`src/rtl/phase_prog_pkg.sv`:
```
package phase_prog_pkg;

    localparam int PH_W   = 5;
    localparam int CTRL_W = 2;
    localparam int MODE_W = 4;
    localparam int DATA_W = 32;
    localparam int SEL_W  = 2;

    localparam logic [CTRL_W-1:0] NUM_CTRL = CTRL_W'(3);

    localparam logic [MODE_W-1:0] MODE_SDR50  = MODE_W'(5);
    localparam logic [MODE_W-1:0] MODE_SDR104 = MODE_W'(6);

    localparam logic [PH_W-1:0] SHIFT_LO = PH_W'(4);
    localparam logic [PH_W-1:0] SHIFT_HI = PH_W'(12);
    localparam logic [PH_W-1:0] DLY_LO   = PH_W'(11);
    localparam logic [PH_W-1:0] DLY_HI   = PH_W'(14);

    localparam int EXT_PH_LSB  = 16;
    localparam int EXT_DRV_LSB = 21;
    localparam int EXT_DLY_LSB = 26;

    localparam int CK_DIV_LSB = 8;
    localparam int CK_DIV_W   = 4;
    localparam int CK_DLY_BIT = 13;
    localparam int CK_EN_BIT  = 16;
    localparam logic [CK_DIV_W-1:0] CK_DIV_VAL = CK_DIV_W'(7);

    typedef enum logic [SEL_W-1:0] {
        REG_CLKCTL  = 2'd0,
        REG_EXTTIM  = 2'd1,
        REG_SHIFTEN = 2'd2
    } reg_sel_e;

    typedef struct packed {
        logic [PH_W-1:0] drv;
        logic [PH_W-1:0] dly;
        logic [PH_W-1:0] ph_max;
        logic [PH_W-1:0] ph_min;
    } tim_entry_t;

    function automatic tim_entry_t mk_entry(input int d, input int s, input int mx, input int mn);
        tim_entry_t e;
        e.drv    = PH_W'(d);
        e.dly    = PH_W'(s);
        e.ph_max = PH_W'(mx);
        e.ph_min = PH_W'(mn);
        return e;
    endfunction

endpackage

```
`src/rtl/phase_table.sv`:
```
module phase_table
    import phase_prog_pkg::*;
(
    input  logic [CTRL_W-1:0] ctrl_i,
    input  logic [MODE_W-1:0] mode_i,
    output tim_entry_t        entry_o
);

    tim_entry_t sd_ent;
    tim_entry_t sdio_ent;

    // SD controller (code 1)
    always_comb begin
        case (mode_i)
            MODE_W'(0): sd_ent = mk_entry(7, 0, 15, 15);
            MODE_W'(1): sd_ent = mk_entry(6, 0, 4, 4);
            MODE_W'(2): sd_ent = mk_entry(6, 0, 3, 3);
            MODE_W'(3): sd_ent = mk_entry(6, 0, 15, 15);
            MODE_W'(4): sd_ent = mk_entry(6, 0, 2, 2);
            MODE_W'(5): sd_ent = mk_entry(4, 0, 11, 0);
            MODE_W'(6): sd_ent = mk_entry(6, 4, 15, 0);
            default:    sd_ent = '0;
        endcase
    end

    // SDIO controller (code 2)
    always_comb begin
        case (mode_i)
            MODE_W'(0): sdio_ent = mk_entry(7, 0, 15, 15);
            MODE_W'(2): sdio_ent = mk_entry(6, 0, 15, 15);
            MODE_W'(3): sdio_ent = mk_entry(6, 0, 15, 15);
            MODE_W'(4): sdio_ent = mk_entry(6, 0, 0, 0);
            MODE_W'(5): sdio_ent = mk_entry(4, 0, 12, 0);
            MODE_W'(6): sdio_ent = mk_entry(5, 4, 15, 0);
            default:    sdio_ent = '0;
        endcase
    end

    always_comb begin
        case (ctrl_i)
            CTRL_W'(1): entry_o = sd_ent;
            CTRL_W'(2): entry_o = sdio_ent;
            default:    entry_o = '0;
        endcase
    end

endmodule

```
`src/rtl/phase_calc.sv`:
```
module phase_calc
    import phase_prog_pkg::*;
(
    input  tim_entry_t        entry_i,
    input  logic [MODE_W-1:0] mode_i,
    input  logic              req_vld_i,
    input  logic [PH_W-1:0]   req_i,
    output logic [DATA_W-1:0] ext_word_o,
    output logic [DATA_W-1:0] shift_word_o,
    output logic [DATA_W-1:0] clkon_word_o
);

    logic [PH_W:0]   win_sum;
    logic [PH_W-1:0] dflt_ph;
    logic [PH_W-1:0] phase;
    logic            mid_mode;
    logic            fast_mode;
    logic            shift_en;
    logic            dly_en;

    always_comb begin
        win_sum   = {1'b0, entry_i.ph_max} + {1'b0, entry_i.ph_min};
        dflt_ph   = PH_W'(win_sum >> 1);
        phase     = req_vld_i ? req_i : dflt_ph;
        fast_mode = (mode_i == MODE_SDR104);
        mid_mode  = fast_mode || (mode_i == MODE_SDR50);
        shift_en  = mid_mode  && (phase >= SHIFT_LO) && (phase <= SHIFT_HI);
        dly_en    = fast_mode && (phase >= DLY_LO)   && (phase <= DLY_HI);
    end

    always_comb begin
        ext_word_o = '0;
        ext_word_o[EXT_PH_LSB  +: PH_W] = phase;
        ext_word_o[EXT_DRV_LSB +: PH_W] = entry_i.drv;
        ext_word_o[EXT_DLY_LSB +: PH_W] = entry_i.dly;

        shift_word_o    = '0;
        shift_word_o[0] = shift_en;

        clkon_word_o = '0;
        clkon_word_o[CK_DIV_LSB +: CK_DIV_W] = CK_DIV_VAL;
        clkon_word_o[CK_DLY_BIT] = dly_en;
        clkon_word_o[CK_EN_BIT]  = 1'b1;
    end

endmodule

```
`src/rtl/phase_seq.sv`:
```
module phase_seq
    import phase_prog_pkg::*;
#(
    parameter int WAIT_SHORT = 250,
    parameter int WAIT_LONG  = 50000
) (
    input  logic              clk,
    input  logic              rst_n,
    input  logic              start_i,
    input  logic              ctrl_ok_i,
    input  logic [DATA_W-1:0] ext_word_i,
    input  logic [DATA_W-1:0] shift_word_i,
    input  logic [DATA_W-1:0] clkon_word_i,
    output logic              wr_en_o,
    output logic [SEL_W-1:0]  wr_sel_o,
    output logic [DATA_W-1:0] wr_data_o,
    output logic              busy_o,
    output logic              done_o,
    output logic              err_o
);

    localparam int MAX_WAIT = (WAIT_SHORT > WAIT_LONG) ? WAIT_SHORT : WAIT_LONG;
    localparam int CNT_W    = $clog2(MAX_WAIT + 1);

    typedef enum logic [2:0] {
        S_IDLE, S_CLKOFF, S_WAIT_A, S_EXT, S_SHIFT, S_CLKON, S_WAIT_B, S_DONE
    } st_e;

    typedef struct packed {
        st_e               st;
        logic [CNT_W-1:0]  cnt;
        logic              err;
        logic [DATA_W-1:0] ext;
        logic [DATA_W-1:0] shift;
        logic [DATA_W-1:0] clkon;
    } seq_t;

    seq_t r_d, r_q;

    always_comb begin
        r_d     = r_q;
        r_d.err = 1'b0;
        case (r_q.st)
            S_IDLE: begin
                if (start_i) begin
                    if (ctrl_ok_i) begin
                        r_d.st    = S_CLKOFF;
                        r_d.ext   = ext_word_i;
                        r_d.shift = shift_word_i;
                        r_d.clkon = clkon_word_i;
                    end else begin
                        r_d.err = 1'b1;
                    end
                end
            end
            S_CLKOFF: begin
                r_d.st  = S_WAIT_A;
                r_d.cnt = CNT_W'(WAIT_SHORT - 1);
            end
            S_WAIT_A: begin
                if (r_q.cnt == '0) r_d.st = S_EXT;
                else               r_d.cnt = r_q.cnt - 1'b1;
            end
            S_EXT:   r_d.st = S_SHIFT;
            S_SHIFT: r_d.st = S_CLKON;
            S_CLKON: begin
                r_d.st  = S_WAIT_B;
                r_d.cnt = CNT_W'(WAIT_LONG - 1);
            end
            S_WAIT_B: begin
                if (r_q.cnt == '0) r_d.st = S_DONE;
                else               r_d.cnt = r_q.cnt - 1'b1;
            end
            S_DONE:  r_d.st = S_IDLE;
            default: r_d.st = S_IDLE;
        endcase
    end

    always_ff @(posedge clk) begin
        if (!rst_n) r_q <= seq_t'('0);
        else        r_q <= r_d;
    end

    always_comb begin
        wr_en_o   = 1'b0;
        wr_sel_o  = REG_CLKCTL;
        wr_data_o = '0;
        case (r_q.st)
            S_CLKOFF: wr_en_o = 1'b1;
            S_EXT: begin
                wr_en_o   = 1'b1;
                wr_sel_o  = REG_EXTTIM;
                wr_data_o = r_q.ext;
            end
            S_SHIFT: begin
                wr_en_o   = 1'b1;
                wr_sel_o  = REG_SHIFTEN;
                wr_data_o = r_q.shift;
            end
            S_CLKON: begin
                wr_en_o   = 1'b1;
                wr_data_o = r_q.clkon;
            end
            default: ;
        endcase
        busy_o = (r_q.st != S_IDLE);
        done_o = (r_q.st == S_DONE);
        err_o  = r_q.err;
    end

    p_done_single_r8: assert property (@(posedge clk) disable iff (!rst_n)
        done_o |=> !done_o);

    p_busy_hold_r9: assert property (@(posedge clk) disable iff (!rst_n)
        (busy_o && !done_o) |=> busy_o);

    p_no_write_idle_r10: assert property (@(posedge clk) disable iff (!rst_n)
        !busy_o |-> !wr_en_o);

    p_err_not_busy_r10: assert property (@(posedge clk) disable iff (!rst_n)
        err_o |-> !busy_o);

    p_ext_then_shift_r7: assert property (@(posedge clk) disable iff (!rst_n)
        (wr_en_o && wr_sel_o == REG_EXTTIM) |=> (wr_en_o && wr_sel_o == REG_SHIFTEN));

    p_shift_then_clkon_r7: assert property (@(posedge clk) disable iff (!rst_n)
        (wr_en_o && wr_sel_o == REG_SHIFTEN) |=> (wr_en_o && wr_sel_o == REG_CLKCTL));

endmodule

```
`src/rtl/phase_prog_top.sv`:
```
module phase_prog_top
    import phase_prog_pkg::*;
#(
    parameter int WAIT_SHORT = 250,
    parameter int WAIT_LONG  = 50000
) (
    input  logic              clk,
    input  logic              rst_n,
    input  logic              start_i,
    input  logic [CTRL_W-1:0] ctrl_sel_i,
    input  logic [MODE_W-1:0] speed_mode_i,
    input  logic              phase_req_vld_i,
    input  logic [PH_W-1:0]   phase_req_i,
    output logic              wr_en_o,
    output logic [SEL_W-1:0]  wr_sel_o,
    output logic [DATA_W-1:0] wr_data_o,
    output logic              busy_o,
    output logic              done_o,
    output logic              err_o
);

    tim_entry_t        entry;
    logic [DATA_W-1:0] ext_word;
    logic [DATA_W-1:0] shift_word;
    logic [DATA_W-1:0] clkon_word;
    logic              ctrl_ok;

    assign ctrl_ok = (ctrl_sel_i < NUM_CTRL);

    phase_table i_table (
        .ctrl_i  (ctrl_sel_i),
        .mode_i  (speed_mode_i),
        .entry_o (entry)
    );

    phase_calc i_calc (
        .entry_i      (entry),
        .mode_i       (speed_mode_i),
        .req_vld_i    (phase_req_vld_i),
        .req_i        (phase_req_i),
        .ext_word_o   (ext_word),
        .shift_word_o (shift_word),
        .clkon_word_o (clkon_word)
    );

    phase_seq #(
        .WAIT_SHORT (WAIT_SHORT),
        .WAIT_LONG  (WAIT_LONG)
    ) i_seq (
        .clk          (clk),
        .rst_n        (rst_n),
        .start_i      (start_i),
        .ctrl_ok_i    (ctrl_ok),
        .ext_word_i   (ext_word),
        .shift_word_i (shift_word),
        .clkon_word_i (clkon_word),
        .wr_en_o      (wr_en_o),
        .wr_sel_o     (wr_sel_o),
        .wr_data_o    (wr_data_o),
        .busy_o       (busy_o),
        .done_o       (done_o),
        .err_o        (err_o)
    );

    p_clkon_fields_r6: assert property (@(posedge clk) disable iff (!rst_n)
        (wr_en_o && wr_sel_o == REG_CLKCTL && wr_data_o != '0) |->
        (wr_data_o[CK_DIV_LSB +: CK_DIV_W] == CK_DIV_VAL && wr_data_o[CK_EN_BIT]));

    p_ext_spare_zero_r3: assert property (@(posedge clk) disable iff (!rst_n)
        (wr_en_o && wr_sel_o == REG_EXTTIM) |->
        (wr_data_o[EXT_PH_LSB-1:0] == '0 && !wr_data_o[DATA_W-1]));

endmodule

```
`config.mk`:
```
export PLATFORM = sky130hd
export DESIGN_NAME = phase_prog_top
export DESIGN_NICKNAME = d
export VERILOG_FILES = /design/src/rtl/phase_prog_pkg.sv /design/src/rtl/phase_table.sv /design/src/rtl/phase_calc.sv /design/src/rtl/phase_seq.sv /design/src/rtl/phase_prog_top.sv
export SDC_FILE = /design/constraint.sdc
export NUM_CORES = 1
export LEC_CHECK = 0
export ABC_AREA = 0
export ABC_CLOCK_PERIOD_IN_PS = 3760
export BUFFER_PORTS_ARGS = -buffer_cell sky130_fd_sc_hd__buf_2
export CAP_MARGIN = 20
export CORE_MARGIN = 5
export CORE_UTILIZATION = 55
export DETAILED_ROUTE_END_ITERATION = 8
export GPL_TIMING_DRIVEN = 0
export PLACE_DENSITY = 0.8
export SYNTH_ARGS = -nofsm -noshare
export SYNTH_HDL_FRONTEND = slang
export SYNTH_SLANG_ARGS = --single-unit
```
`constraint.sdc`:
```
create_clock -name clk -period 3.76 [get_ports clk]
set_input_delay 0.564 -clock clk [delete_from_list [all_inputs] [get_ports clk]]
set_output_delay 0.564 -clock clk [all_outputs]
set_load 0.05 [all_outputs]
```
### Word level (Yosys, flattened, before mapping)

Cells that the tools add are included.

* register bits: 41
* bits of input ports: 15
* output and inout port bits: 38
* word-level logic and storage cells: 65

* add/subtract/negate cells: 2
* $lt $le $gt $ge: 5
* eq/ne operators: 20
* mux-type cells: 15
* reductions and logical operators: 17

Operators by type and width (count)
* $pmux W18 S7: 1
* $pmux W31 S3: 1
* $pmux W18 S5: 1
* $pmux W16 S3: 1
* $pmux W18 S2: 1
* $pmux W3 S8: 1
* $logic_not A16 Y1: 1
* $mux W16: 1
* $sub A16 B1 Y16 const B: 1
* $eq A3 B3 Y1 const B: 4
* $eq A4 B3 Y1 const B: 3
* $mux W3: 4
* $le A5 B4 Y1 const B: 2
* $eq A4 B2 Y1 const B: 2
* $add A5 B5 Y6: 1
* $eq A3 B2 Y1 const B: 2
* $ne A2 B2 Y1 const B: 3
* $reduce_and A3 Y1: 2
* $reduce_bool A3 Y1: 2
* $ge A5 B3 Y1 const B: 1
* $ge A5 B4 Y1 const B: 1
* $mux W5: 1
* $eq A4 B1 Y1 const B: 1
* $logic_and A1 B1 Y1: 4
* 14 further kinds: 17

### Logic depth before layout (Yosys ltp)

Gate-level depths: netlist of the first run.

* depth in word-level cells: 9
* depth in mapped cells: 12

### By module

A second synthesis of the first run with hierarchy kept.

* cell total of the unflattened synthesis: 864
* area total of the unflattened synthesis: 6543.8 µm²

Modules (own cells, without submodules)
* phase_seq: times used 1, cells each 672, area each 5126.2 µm², sequential area each 2322.2 µm²
* phase_calc: times used 1, cells each 135, area each 1014.7 µm², sequential area each 0.0 µm²
* phase_table: times used 1, cells each 56, area each 399.1 µm², sequential area each 0.0 µm²
* phase_prog_top: times used 1, cells each 1, area each 3.8 µm², sequential area each 0.0 µm²

### Worst setup path before layout of the first run

No wires, ideal clock.

* kind: input to register
* from: input port ctrl_sel_i[0]
* to: register i_seq.r_q[13] in the netlist's numbering
* arrival: 3.166 ns
* data required time: 3.681 ns
* setup slack: 0.515 ns
* cell stages on the path: 10
* path buffers: 1
* cell sequence: inv_1 -> ha_1 -> or2_2 -> clkbuf_1 -> a2111oi_0 -> fa_1 -> nor2b_1 -> a22o_1 -> a211o_1 -> o211ai_1

* word-level cells in the longest chain between the ends: 7

Ends and longest elaborated chain
* start, declared: line phase_prog_top.sv:10 `input logic [CTRL_W-1:0] ctrl_sel_i,`
* $eq A2 B2 Y1 / $eq A2 B1 Y1 (equally long branches): line phase_table.sv:40 `case (ctrl_i)`
* $pmux W18 S2: line phase_table.sv:40
* $add A5 B5 Y6: line phase_calc.sv:22 `win_sum = {1'b0, entry_i.ph_max} + {1'b0, entry_i.ph_min};`
* $mux W5: line phase_calc.sv:24 `phase = req_vld_i ? req_i : dflt_ph;`
* $ge A5 B4 Y1: line phase_calc.sv:28 `dly_en = fast_mode && (phase >= DLY_LO) && (phase <= DLY_HI);`
* $logic_and A1 B1 Y1 (2 in series): line phase_calc.sv:28
* end signal, assigned: line phase_seq.sv:80 `if (!rst_n) r_q <= seq_t'('0);`
* end signal, assigned: line phase_seq.sv:81 `else r_q <= r_d;`
* end, declared: line phase_seq.sv:38 `seq_t r_d, r_q;`

Several ways; a longest one is shown, not always the timed one.
A chain may end at the register's enable or synchronous reset.

### Worst setup path after layout of the first run

Ends and elaborated chain as after synthesis.

==> impl_results.md, run 1 <==
- Flip-flop and latch area: between 600 and 700 um2
- Worst-path clk slew: 60 ps
- Worst reg2reg endpoint: i_seq.r_q[102]
- Global placement routability congestion: just over 0.9
- Area of the multi-input gates: 1660 um2
- Worst path cell trace: buf_2, inv_1, ha_1, or2_2, clkbuf_1, a2111oi_0, fa_1, nor2b_1, a22o_1, a211o_1, o211ai_1
- P_int: ~0.00095 W
- Pwr dens: between 600 and 700 nW/um2
- Rows: 24
- Worst hold path cell count: 2
- Cts hold-fix bufs: 0
- Origin of the critical flop-to-flop path: i_seq.r_q[97]
- Hold endpoint: i_seq.r_q[87]
- Setup bufs post-CTS: 0
- Placed wire-length estimate: approximately 4600 um
- Clock root buffer: clkbuf_8
- Setup crit end kind: register
- Total number of vias: 2491
- Die height: around 78 um
- Worst path slowest cell: a2111oi_0
- Most frequent cells in the layout: buf_2 (37), nor2_1 (32), dfxtp_1 (32), a21oi_1 (28), nand2_1 (25)
- Gr usage total: 20.0%
- Die area: roughly 6000 um2
- Critical path required time: 3960 ps
- DRC Markers: 0
- Max-slew violation count: 0
- H-tree depth: 2
- RSZ-0062 raised after global routing: false
- Clk Latency, worst-skew pair: approximately 280 ps
- Non-filler cells in the finished layout: 438
- Net count, final: 412
- Critical Path AT: approximately 3600 ps
- Combinational share of power: a little over half
- Die extent in x: roughly 78 um
- Async SR Flop Fraction: 0%
- Setup TNS: 0 ps
- Layout cells sized above 1: 21.2%
- Post-DR wirelength/cell: 13.8 um
- Peak supply drop: between 0.0003 and 0.0004 V
- Most common cell after layout, fill and taps aside: buf_2
- Worst slew pin tran: 972 ps
- Initial antenna violation count: 0
- Vias/cell: 5.69
- Max frequency: 0.293 GHz
- Final worst path period need: roughly 3400 ps
- 1st-pass router iterations: 4
- Clock share of power: 18.0%
- Initial DRC Count: 190
- # clock sinks: 32
- Flops & latches, synth: 32
- Synth warnings: 0
- CP max stage delay: 830 ps
- Fill cell count: 386
- Placed Cells: 430
- Share of the synthesized area in the top cell type: between 20% and 30%
- Io pins: 53
- MaxCap Viol Count: 0
- Max Buffers Root-to-Sink: 2
- TritonCTS Buffers: 5
- P&R area growth vs syn: 16.2%
- Rel. slew slack: 33.5%
- Status: completed
- Fin crit share: 90.6%
- Area leader, netlist: dfxtp_1
- Core area: 4380 um2
- R2R cell count: 8
- Avg Inst Size Synth: 7.68 um2
- Post-route ant nets: 0
- Final setup vio count: 0
- First-pass GRT wire length: 10200 um
- Critical setup path kind: in -> reg
- Hold WC Path Type: reg -> reg
- Switching Share: 46.4%
- Largest net degree at the start of global routing: 11
- Final hold viol count: 0
- CP startpoint kind: primary input
- Initial Utilization: 57.3%
- R2R setup slack: 1440 ps
- Mapped Cells: 327
- Vias in the first global route: ~2300
- I/O Buffers: 34
- Skew final: between 9 and 10 ps
- Total grt overflow: 0
- Sequential power share: between 20 and 30%
- Synth Flop Type: dfxtp_1
- Number of synthesized flops with an enable pin: 0
- PostCTS Resize Cnt: 0
- CP max FO: 6
- CP delay by family, top: compound AO/OA/AOI/OAI gates
- Synth top area cells: dfxtp_1 (26%), buf_4 (6.0%), a21oi_1 (5.6%)
- Netlist cell types: 65
- Total routed wirelength: 6040 um
- Synth Cell Area: 2510 um2
- P_sw: 0.000825 W
- Pleak: 1.31 nW
- Part of the Yosys area used for sequential elements: 25.5%
- Worst Hold Launch: i_seq.r_q[87]
- CTS tree: built
- Ant. Diodes: 0
- CP bufs+invs: 3
==> how the worst max path moves through the flow <==
stage,slack (ps),from,end,depth (start not counted)
6_report,350,ctrl_sel_i[0],i_seq.r_q[13],11
5_1_grt,30,ctrl_sel_i[0],i_seq.r_q[32],11
3_5_place_dp,80,ctrl_sel_i[0],i_seq.r_q[13],11
3_3_place_gp,130,ctrl_sel_i[0],i_seq.r_q[13],11
2_1_floorplan,520,ctrl_sel_i[0],i_seq.r_q[13],10
4_1_cts,370,ctrl_sel_i[0],i_seq.r_q[13],11
==> metrics by stage <==
| step | total power (W) | hold slack (ps) | setup WS (ps) | util (%) | area [um2] |
|---|---|---|---|---|---|
| after global placement | 0.00143 | 437 | 133 | 64.1 | 2810 |
| after CTS | 0.00178 | 459 | 366 | 66.6 | 2920 |
| after global routing | 0.00192 | 475 | 25.1 | 66.6 | 2920 |
| after detailed placement | 0.00145 | 449 | 80.1 | 64.1 | 2810 |
| final | 0.00178 | 455 | 353 | 66.6 | 2920 |
| after floorplan | 0.00125 | 427 | 515 | - | 2570 |
==> Yosys cell counts (all sizes together), types with 2 or more instances <==
| master | number |
|---|---|
| nor3 | 10 |
| o31a | 2 |
| or3b | 2 |
| a31o | 2 |
| o211a | 2 |
| o31ai | 3 |
| mux2i | 3 |
| and2 | 10 |
| or2 | 2 |
| nand2 | 25 |
| xnor2 | 3 |
| and3 | 6 |
| xor2 | 3 |
| o2111ai | 3 |
| buf | 25 |
| o32ai | 2 |
| a2111oi | 2 |
| nor4 | 6 |
| a21boi | 3 |
| o21ai | 14 |
| inv | 13 |
| nand2b | 8 |
| a21o | 3 |
| clkbuf | 15 |
| or4 | 5 |
| o22ai | 2 |
| nand4 | 3 |
| nor2b | 7 |
| o221a | 3 |
| ha | 11 |
| nand3 | 5 |
| or3 | 4 |
| nor2 | 32 |
| dfxtp | 32 |
| a21oi | 29 |
| a221oi | 2 |
| a211oi | 6 |
| a31oi | 2 |
| o21a | 2 |
==> power groups by stage <==
| stage | clock network (W) | registers, W | logic, W |
|---|---|---|---|
| after CTS | 0.000326 | 0.000494 | 0.000956 |
| after floorplan | 0 | 0.000485 | 0.000768 |
| after detailed placement | 0 | 0.000501 | 0.000949 |
| after global placement | 0 | 0.000498 | 0.000927 |
| after global routing | 0.000345 | 0.000507 | 0.00106 |
| final | 0.000321 | 0.000496 | 0.000963 |
==> area by class of cell <==
| class | count | area share (%) |
|---|---|---|
| Buffer | 40 | 7.85 |
| Sequential cell | 32 | 22.0 |
| Tap cell | 52 | 2.23 |
| Clock inverter | 2 | 1.20 |
| Timing Repair Buffer | 34 | 5.83 |
| Clock buffer | 6 | 2.49 |
| Inverter | 13 | 1.67 |
| Multi-Input combinational cell | 259 | 56.8 |
==> worst register-to-register path, delay by kind of cell (launching register included) <==
family,cells,cell delay (ps)
AO/OA/AOI/OAI,3,640
adder cells (fa/ha/maj),1,190
buffers and inverters,2,390
flip-flops,1,330
AND/OR/NAND/NOR,2,700
==> state kept, by name, indices dropped and copies added (netlist names) <==
register / flops
i_seq.err_o: 1
i_seq.r_q: 31
==> logic make-up (layout without fill, tap and decap cells) <==
kind of cell	after synthesis	in the layout	synth area share, %
buffers and inverters	53	95	11.1
other	1	18	0.149
adder cells (fa/ha/maj)	12	12	6.28
flip-flops	32	32	25.5
XOR/XNOR	6	6	2.09
multiplexers	4	4	1.64
AND/OR/NAND/NOR	129	129	29.0
AO/OA/AOI/OAI	90	90	24.3
==> routing by layer <==
metal  vias to the layer above  track usage (%)  wire (um)
li1                       1253                -          -
met1                      1138             27.6       2940
met2                        89             30.4       2630
met3                        11             4.05        349
met4                         0             7.90        119
met5                         -                0          0
(Power assumes the default switching activity.)
==> run 2: changes to the inputs <==
--- a/config.mk
+++ b/config.mk
@@ -12,7 +12,6 @@
 export CORE_MARGIN = 5
 export CORE_UTILIZATION = 55
 export DETAILED_ROUTE_END_ITERATION = 8
-export GPL_TIMING_DRIVEN = 0
 export PLACE_DENSITY = 0.8
 export SYNTH_ARGS = -nofsm -noshare
 export SYNTH_HDL_FRONTEND = slang
==> impl_results.md, run 2 (synthesized netlist as in run 1, its figures left out) <==
- Fin crit share: 79.0% (was 90.6%)
- Max frequency: 0.337 GHz (was 0.293 GHz)
- DRC Markers: 0 (unchanged)
- Clock root buffer: clkbuf_8 (unchanged)
- 1st-pass router iterations: 4 (unchanged)
- Most common cell after layout, fill and taps aside: buf_2 (unchanged)
- Io pins: 53 (unchanged)
- Hold WC Path Type: reg -> reg (unchanged)
- TritonCTS Buffers: 5 (unchanged)
- Setup crit end kind: register (unchanged)
- Setup TNS: 0 ps (unchanged)
- Cts hold-fix bufs: 0 (unchanged)
- Global placement routability congestion: 0.931 (was 0.924)
- CP startpoint kind: primary input (unchanged)
- Worst slew pin tran: 721 ps (was 972 ps)
- RSZ-0062 raised after global routing: false (unchanged)
- Rows: 24 (unchanged)
- Skew final: 12.3 ps (was 9.72 ps)
- Pleak: 1.19 nW (was 1.31 nW)
- Final hold viol count: 0 (unchanged)
- Peak supply drop: 0.000319 V (was 0.000315 V)
- CTS tree: built (unchanged)
- Layout cells sized above 1: 17.8% (was 21.2%)
- Worst-path clk slew: 70 ps (was 60 ps)
- Final setup vio count: 0 (unchanged)
- Gr usage total: 18.6% (was 20.0%)
- Die height: 77.6 um (unchanged)
- PostCTS Resize Cnt: 0 (unchanged)
- Max reg flops: 31 (unchanged)
- Setup bufs post-CTS: 0 (unchanged)
- Pwr dens: 644 nW/um2 (was 610 nW/um2)
- Critical Path AT: 3160 ps (was 3610 ps)
- Initial Utilization: 57.3% (unchanged)
- Total routed wirelength: 5670 um (was 6040 um)
- First-pass GRT wire length: 9670 um (was 10200 um)
- Clk Latency, worst-skew pair: 280 ps (about the same)
- Vias/cell: 5.89 (was 5.69)
- Total number of vias: 2361 (was 2491)
- H-tree depth: 2 (unchanged)
- Rel. slew slack: 51.9% (was 33.5%)
- Post-DR wirelength/cell: 14.1 um (was 13.8 um)
- Initial antenna violation count: 0 (unchanged)
- CP max FO: 6 (unchanged)
- P&R area growth vs syn: 7.97% (was 16.2%)
- MaxCap Viol Count: 0 (unchanged)
- Final Util: 61.8% (was 66.6%)
- Core area: 4380 um2 (unchanged)
- Max-slew violation count: 0 (unchanged)
- Total grt overflow: 0 (unchanged)
- Status: completed (unchanged)
- Initial DRC Count: 170 (was 190)
- Post-route ant nets: 0 (unchanged)
- Die extent in x: 77.6 um (unchanged)
- # clock sinks: 32 (unchanged)
- Ant. Diodes: 0 (unchanged)
- Largest net degree at the start of global routing: 23 (was 11)
- Max Buffers Root-to-Sink: 2 (unchanged)
- Final worst path period need: 2970 ps (was 3410 ps)
- Critical path required time: 3950 ps (was 3960 ps)
- Fill cell count: 378 (was 386)
- Most frequent cells in the layout: buf_2 (34), nor2_1 (32), dfxtp_1 (32), a21oi_1 (28), nand2_1 (25) (was buf_2 (37), nor2_1 (32), dfxtp_1 (32), a21oi_1 (28), nand2_1 (25))
- Largest Register: i_seq.r_q (unchanged)
- Critical setup path kind: in -> reg (unchanged)
- Placed wire-length estimate: 4220 um (was 4600 um)
- I/O Buffers: 34 (unchanged)
- Die area: 6020 um2 (unchanged)
- Vias in the first global route: 2158 (was 2309)
- Net count, final: 375 (was 412)
[run 2: cell types whose count changed in the layout (fill, tap and decap cells not counted)]
cell and delta:
buf_1 -2, buf_4 -17, buf_2 -3, clkbuf_1 -15
[run 2: area by class of cell]
class,count,area (um2),area share (%)
tap,52,65.1,2.40
sequential,32,641,23.6
timing repair buffer,37,193,7.11
inverter,13,48.8,1.80
clock buffer,6,72.6,2.68
clock inverter,2,35.0,1.29
multi-input combinational,259,1660,61.1
[run 2: report_power, final]
part / internal (W) / switching [W]
logic: 0.000334 / 0.000592
registers: 0.000411 / 0.0000856
clock network: 0.000197 / 0.000126
total: 0.000942 / 0.000804
[run 2: path summary, 6_finish.rpt]
path	to	depth (start not counted)	slack, ps	startpoint
max reg2reg	i_seq.r_q[100]	8	930	i_seq.r_q[113]
max	i_seq.r_q[13]	11	790	ctrl_sel_i[0]
min reg2reg	i_seq.r_q[87]	2	450	i_seq.r_q[87]
min	i_seq.r_q[87]	2	450	i_seq.r_q[87]
[run 2: layer usage]
layer | GRT usage (%) | vias to the layer above | part of all wire, %
met5 | 0 | - | 0
met4 | 4.64 | 0 | 0.97
met3 | 3.47 | 7 | 6.7
met2 | 30.7 | 73 | 45
met1 | 25.1 | 1100 | 47
li1 | - | 1181 | -
[run 2: stage by stage]
stage | power [W] | hold slack [ps] | setup WS (ps) | std cells | cell area [um2]
finish | 0.00175 | 450 | 789 | 401 | 2710
global route | 0.00187 | 472 | 548 | 401 | 2710
CTS | 0.00175 | 453 | 819 | 401 | 2710
detailed placement | 0.00142 | 442 | 554 | 393 | 2600
global placement | 0.00140 | 440 | 663 | 393 | 2600
floorplan | 0.00125 | 427 | 515 | 344 | 2570
[run 2: critical path: stages]
cell,delay (ps)
buf_2,100
inv_1,50
ha_1,330
or2_2,360
a2111oi_0,420
buf_4,200
fa_1,410
nor2b_1,160
a22o_1,240
a211o_1,230
o211ai_1,90
==> run 3: changes to the inputs <==
--- a/config.mk
+++ b/config.mk
@@ -6,13 +6,13 @@
 export NUM_CORES = 1
 export LEC_CHECK = 0
 export ABC_AREA = 0
-export ABC_CLOCK_PERIOD_IN_PS = 3760
+export ABC_CLOCK_PERIOD_IN_PS = 2500
 export BUFFER_PORTS_ARGS = -buffer_cell sky130_fd_sc_hd__buf_2
 export CAP_MARGIN = 20
 export CORE_MARGIN = 5
-export CORE_UTILIZATION = 55
+export CORE_UTILIZATION = 50
 export DETAILED_ROUTE_END_ITERATION = 8
-export PLACE_DENSITY = 0.8
+export PLACE_DENSITY = 0.77
 export SYNTH_ARGS = -nofsm -noshare
 export SYNTH_HDL_FRONTEND = slang
 export SYNTH_SLANG_ARGS = --single-unit
==> constraint.sdc (replaced) <==
create_clock -name clk -period 2.5 [get_ports clk]
set_input_delay 0.375 -clock clk [delete_from_list [all_inputs] [get_ports clk]]
set_output_delay 0.375 -clock clk [all_outputs]
set_load 0.05 [all_outputs]
==> impl_results.md, run 3 (synthesized netlist as in run 1, its figures left out) <==
- Status: completed (unchanged)
- 1st-pass router iterations: 4 (unchanged)
- CP delay by family, top: simple AND/OR/NAND/NOR gates (was compound AO/OA/AOI/OAI gates)
- I/O Buffers: 34 (unchanged)
- Grt met2 use: 33.2% (was 30.7%)
- Final worst path period need: around 2400 ps
- Critical path required time: 2670 ps (was 3950 ps)
- Worst path cell trace: buf_2, inv_1, ha_4, or2_4, nor4_1, ha_1, a211oi_1, nand2_1, nand4_1, a211o_1, o211ai_1 (was buf_2, inv_1, ha_1, or2_2, a2111oi_0, buf_4, fa_1, nor2b_1, a22o_1, a211o_1, o211ai_1)
- Post-DR wirelength/cell: 13.6 um (was 14.1 um)
- Final hold viol count: 0 (unchanged)
- Total routed wirelength: 5910 um (was 5670 um)
- P&R area growth vs syn: 16.6% (was 7.97%)
- Post-route ant nets: 0 (unchanged)
- Clk Latency, worst-skew pair: 290 ps (was 280 ps)
- Rows: 25 (was 24)
- Total grt overflow: 0 (unchanged)
- Grt met3 use: 3.99% (was 3.47%)
- P_int: 0.00147 W (was 0.000942 W)
- Final setup vio count: 0 (unchanged)
- Fill cell count: 447 (was 378)
- CP startpoint kind: primary input (unchanged)
- Skew final: 11.2 ps (was 12.3 ps)
- Die height: 80.9 um (was 77.6 um)
- Clock root buffer: clkbuf_8 (unchanged)
- Pwr dens: 926 nW/um2 (was 644 nW/um2)
- Die area: 6540 um2 (was 6020 um2)
- Die extent in x: 80.9 um (was 77.6 um)
- Initial DRC Count: 106 (was 170)
- Gr usage total: 19.0% (was 18.6%)
- Placed wire-length estimate: 4500 um (was 4220 um)
- Worst-path clk slew: 80 ps (was 70 ps)
- Post-Place Setup Slack: -166 ps (was 554 ps)
- H-tree depth: 2 (unchanged)
- Worst path slowest cell: ha_1 (was a2111oi_0)
- Total number of vias: 2415 (was 2361)
- Switching Share: 45.8% (was 46.0%)
- Peak supply drop: 0.000512 V (was 0.000319 V)
- P_sw: 0.00124 W (was 0.000804 W)
- Net count, final: 393 (was 375)
- MaxCap Viol Count: 0 (unchanged)
- CP bufs+invs: 2 (was 3)
- Largest net degree at the start of global routing: 23 (unchanged)
- Max Buffers Root-to-Sink: 2 (unchanged)
- First-pass GRT wire length: 10100 um (was 9670 um)
- DRC Markers: 0 (unchanged)
- Core area: 4790 um2 (was 4380 um2)
- Critical Path AT: 2590 ps (was 3160 ps)
- CTS tree: built (unchanged)
- Met1 Use GR: 23.4% (was 25.1%)
- # clock sinks: 32 (unchanged)
- Clock share of power: 18.3% (was 18.5%)
- Most common cell after layout, fill and taps aside: buf_2 (unchanged)
- CP max FO: 6 (unchanged)
- Cts hold-fix bufs: 0 (unchanged)
- Io pins: 53 (unchanged)
- Max-slew violation count: 0 (unchanged)
- Sequential power share: 27.6% (was 28.5%)
- Pleak: 1.28 nW (was 1.19 nW)
- TritonCTS Buffers: 5 (unchanged)
- Final Worst Setup Slack: 80.3 ps (was 789 ps)
- Initial Utilization: 52.5% (was 57.3%)
- Max frequency: around 0.41 GHz
- Layout cells sized above 1: 23.7% (was 17.8%)
- Vias/cell: 5.56 (was 5.89)
- Hold WC Path Type: in -> reg (was reg -> reg)
- Ant. Diodes: 0 (unchanged)
- Setup crit end kind: register (unchanged)
- Most frequent cells in the layout: buf_2 (34), nor2_1 (32), dfxtp_1 (32), a21oi_1 (28), nand2_1 (25) (unchanged)
- Max reg flops: 31 (unchanged)
- Setup TNS: 0 ps (unchanged)
- Global placement routability congestion: 0.862 (was 0.931)
- CP max stage delay: 350 ps (was 420 ps)
- Vias in the first global route: 2299 (was 2158)
- Critical setup path kind: in -> reg (unchanged)
- Worst slew pin tran: 747 ps (was 721 ps)
- Combinational share of power: 54.1% (was 53.1%)
- Initial antenna violation count: 0 (unchanged)
- Fin crit share: a little under 100%
- Global-route layer with the greatest usage: met2 (unchanged)
- Rel. slew slack: 50.2% (was 51.9%)
- Largest Register: i_seq.r_q (unchanged)
==> run 3: what timing repair did <==
action / 4_1_cts / 5_1_grt
endpoints found under the setup margin: 0 / 2
buffers inserted: 0 / 0
gates resized for setup: 0 / 4
==> run 3: area by class of cell <==
class | instances | area [um2] | share of cell area, %
Clock buffer | 5 | 68.8 | 2.35
Clock inverter | 3 | 42.5 | 1.45
Inverter | 13 | 48.8 | 1.67
Sequential cell | 32 | 641 | 21.9
Tap cell | 67 | 83.8 | 2.86
Multi-Input combinational cell | 259 | 1720 | 58.6
Timing Repair Buffer | 55 | 328 | 11.2
==> run 3: path summary, 6_finish.rpt <==
path	from	to	slack [ps]	cells past startpoint
min	start_i	i_seq.err_o	390	3
max	ctrl_sel_i[0]	i_seq.r_q[13]	80	11
min reg2reg	i_seq.r_q[84]	i_seq.r_q[84]	460	2
max reg2reg	i_seq.r_q[97]	i_seq.r_q[111]	270	7
==> run 3: routing by layer <==
layer  share of wire (%)  up-vias
met5                   0        -
met4                0.49        0
met3                 5.4        4
met2                  50       81
met1                  44     1118
li1                    -     1212
==> run 3: power groups by stage <==
stage	clock network (W)	logic (W)	registers, W
2_1_floorplan	0	0.00117	0.000729
5_1_grt	0.000536	0.00164	0.000771
4_1_cts	0.000508	0.00146	0.000748
3_5_place_dp	0	0.00146	0.000757
3_3_place_gp	0	0.00143	0.000754
6_report	0.000496	0.00147	0.000748
==> run 3: tightest hold or removal path: cells and delay by family <==
kind                   cells  cell delay, ps
and+or+nand+nor            2             130
buffers and inverters      1             120
==> run 3: through the flow <==
stage | power (W) | util, % | cell area (um2) | hold slack, ps | std cells
floorplan | 0.00190 | - | 2630 | 427 | 344
finish | 0.00271 | 61.2 | 2930 | 391 | 434
detailed placement | 0.00222 | 58.6 | 2800 | 448 | 426
global placement | 0.00219 | 58.6 | 2800 | 435 | 426
CTS | 0.00272 | 60.9 | 2920 | 378 | 434
global route | 0.00295 | 61.2 | 2930 | 377 | 434
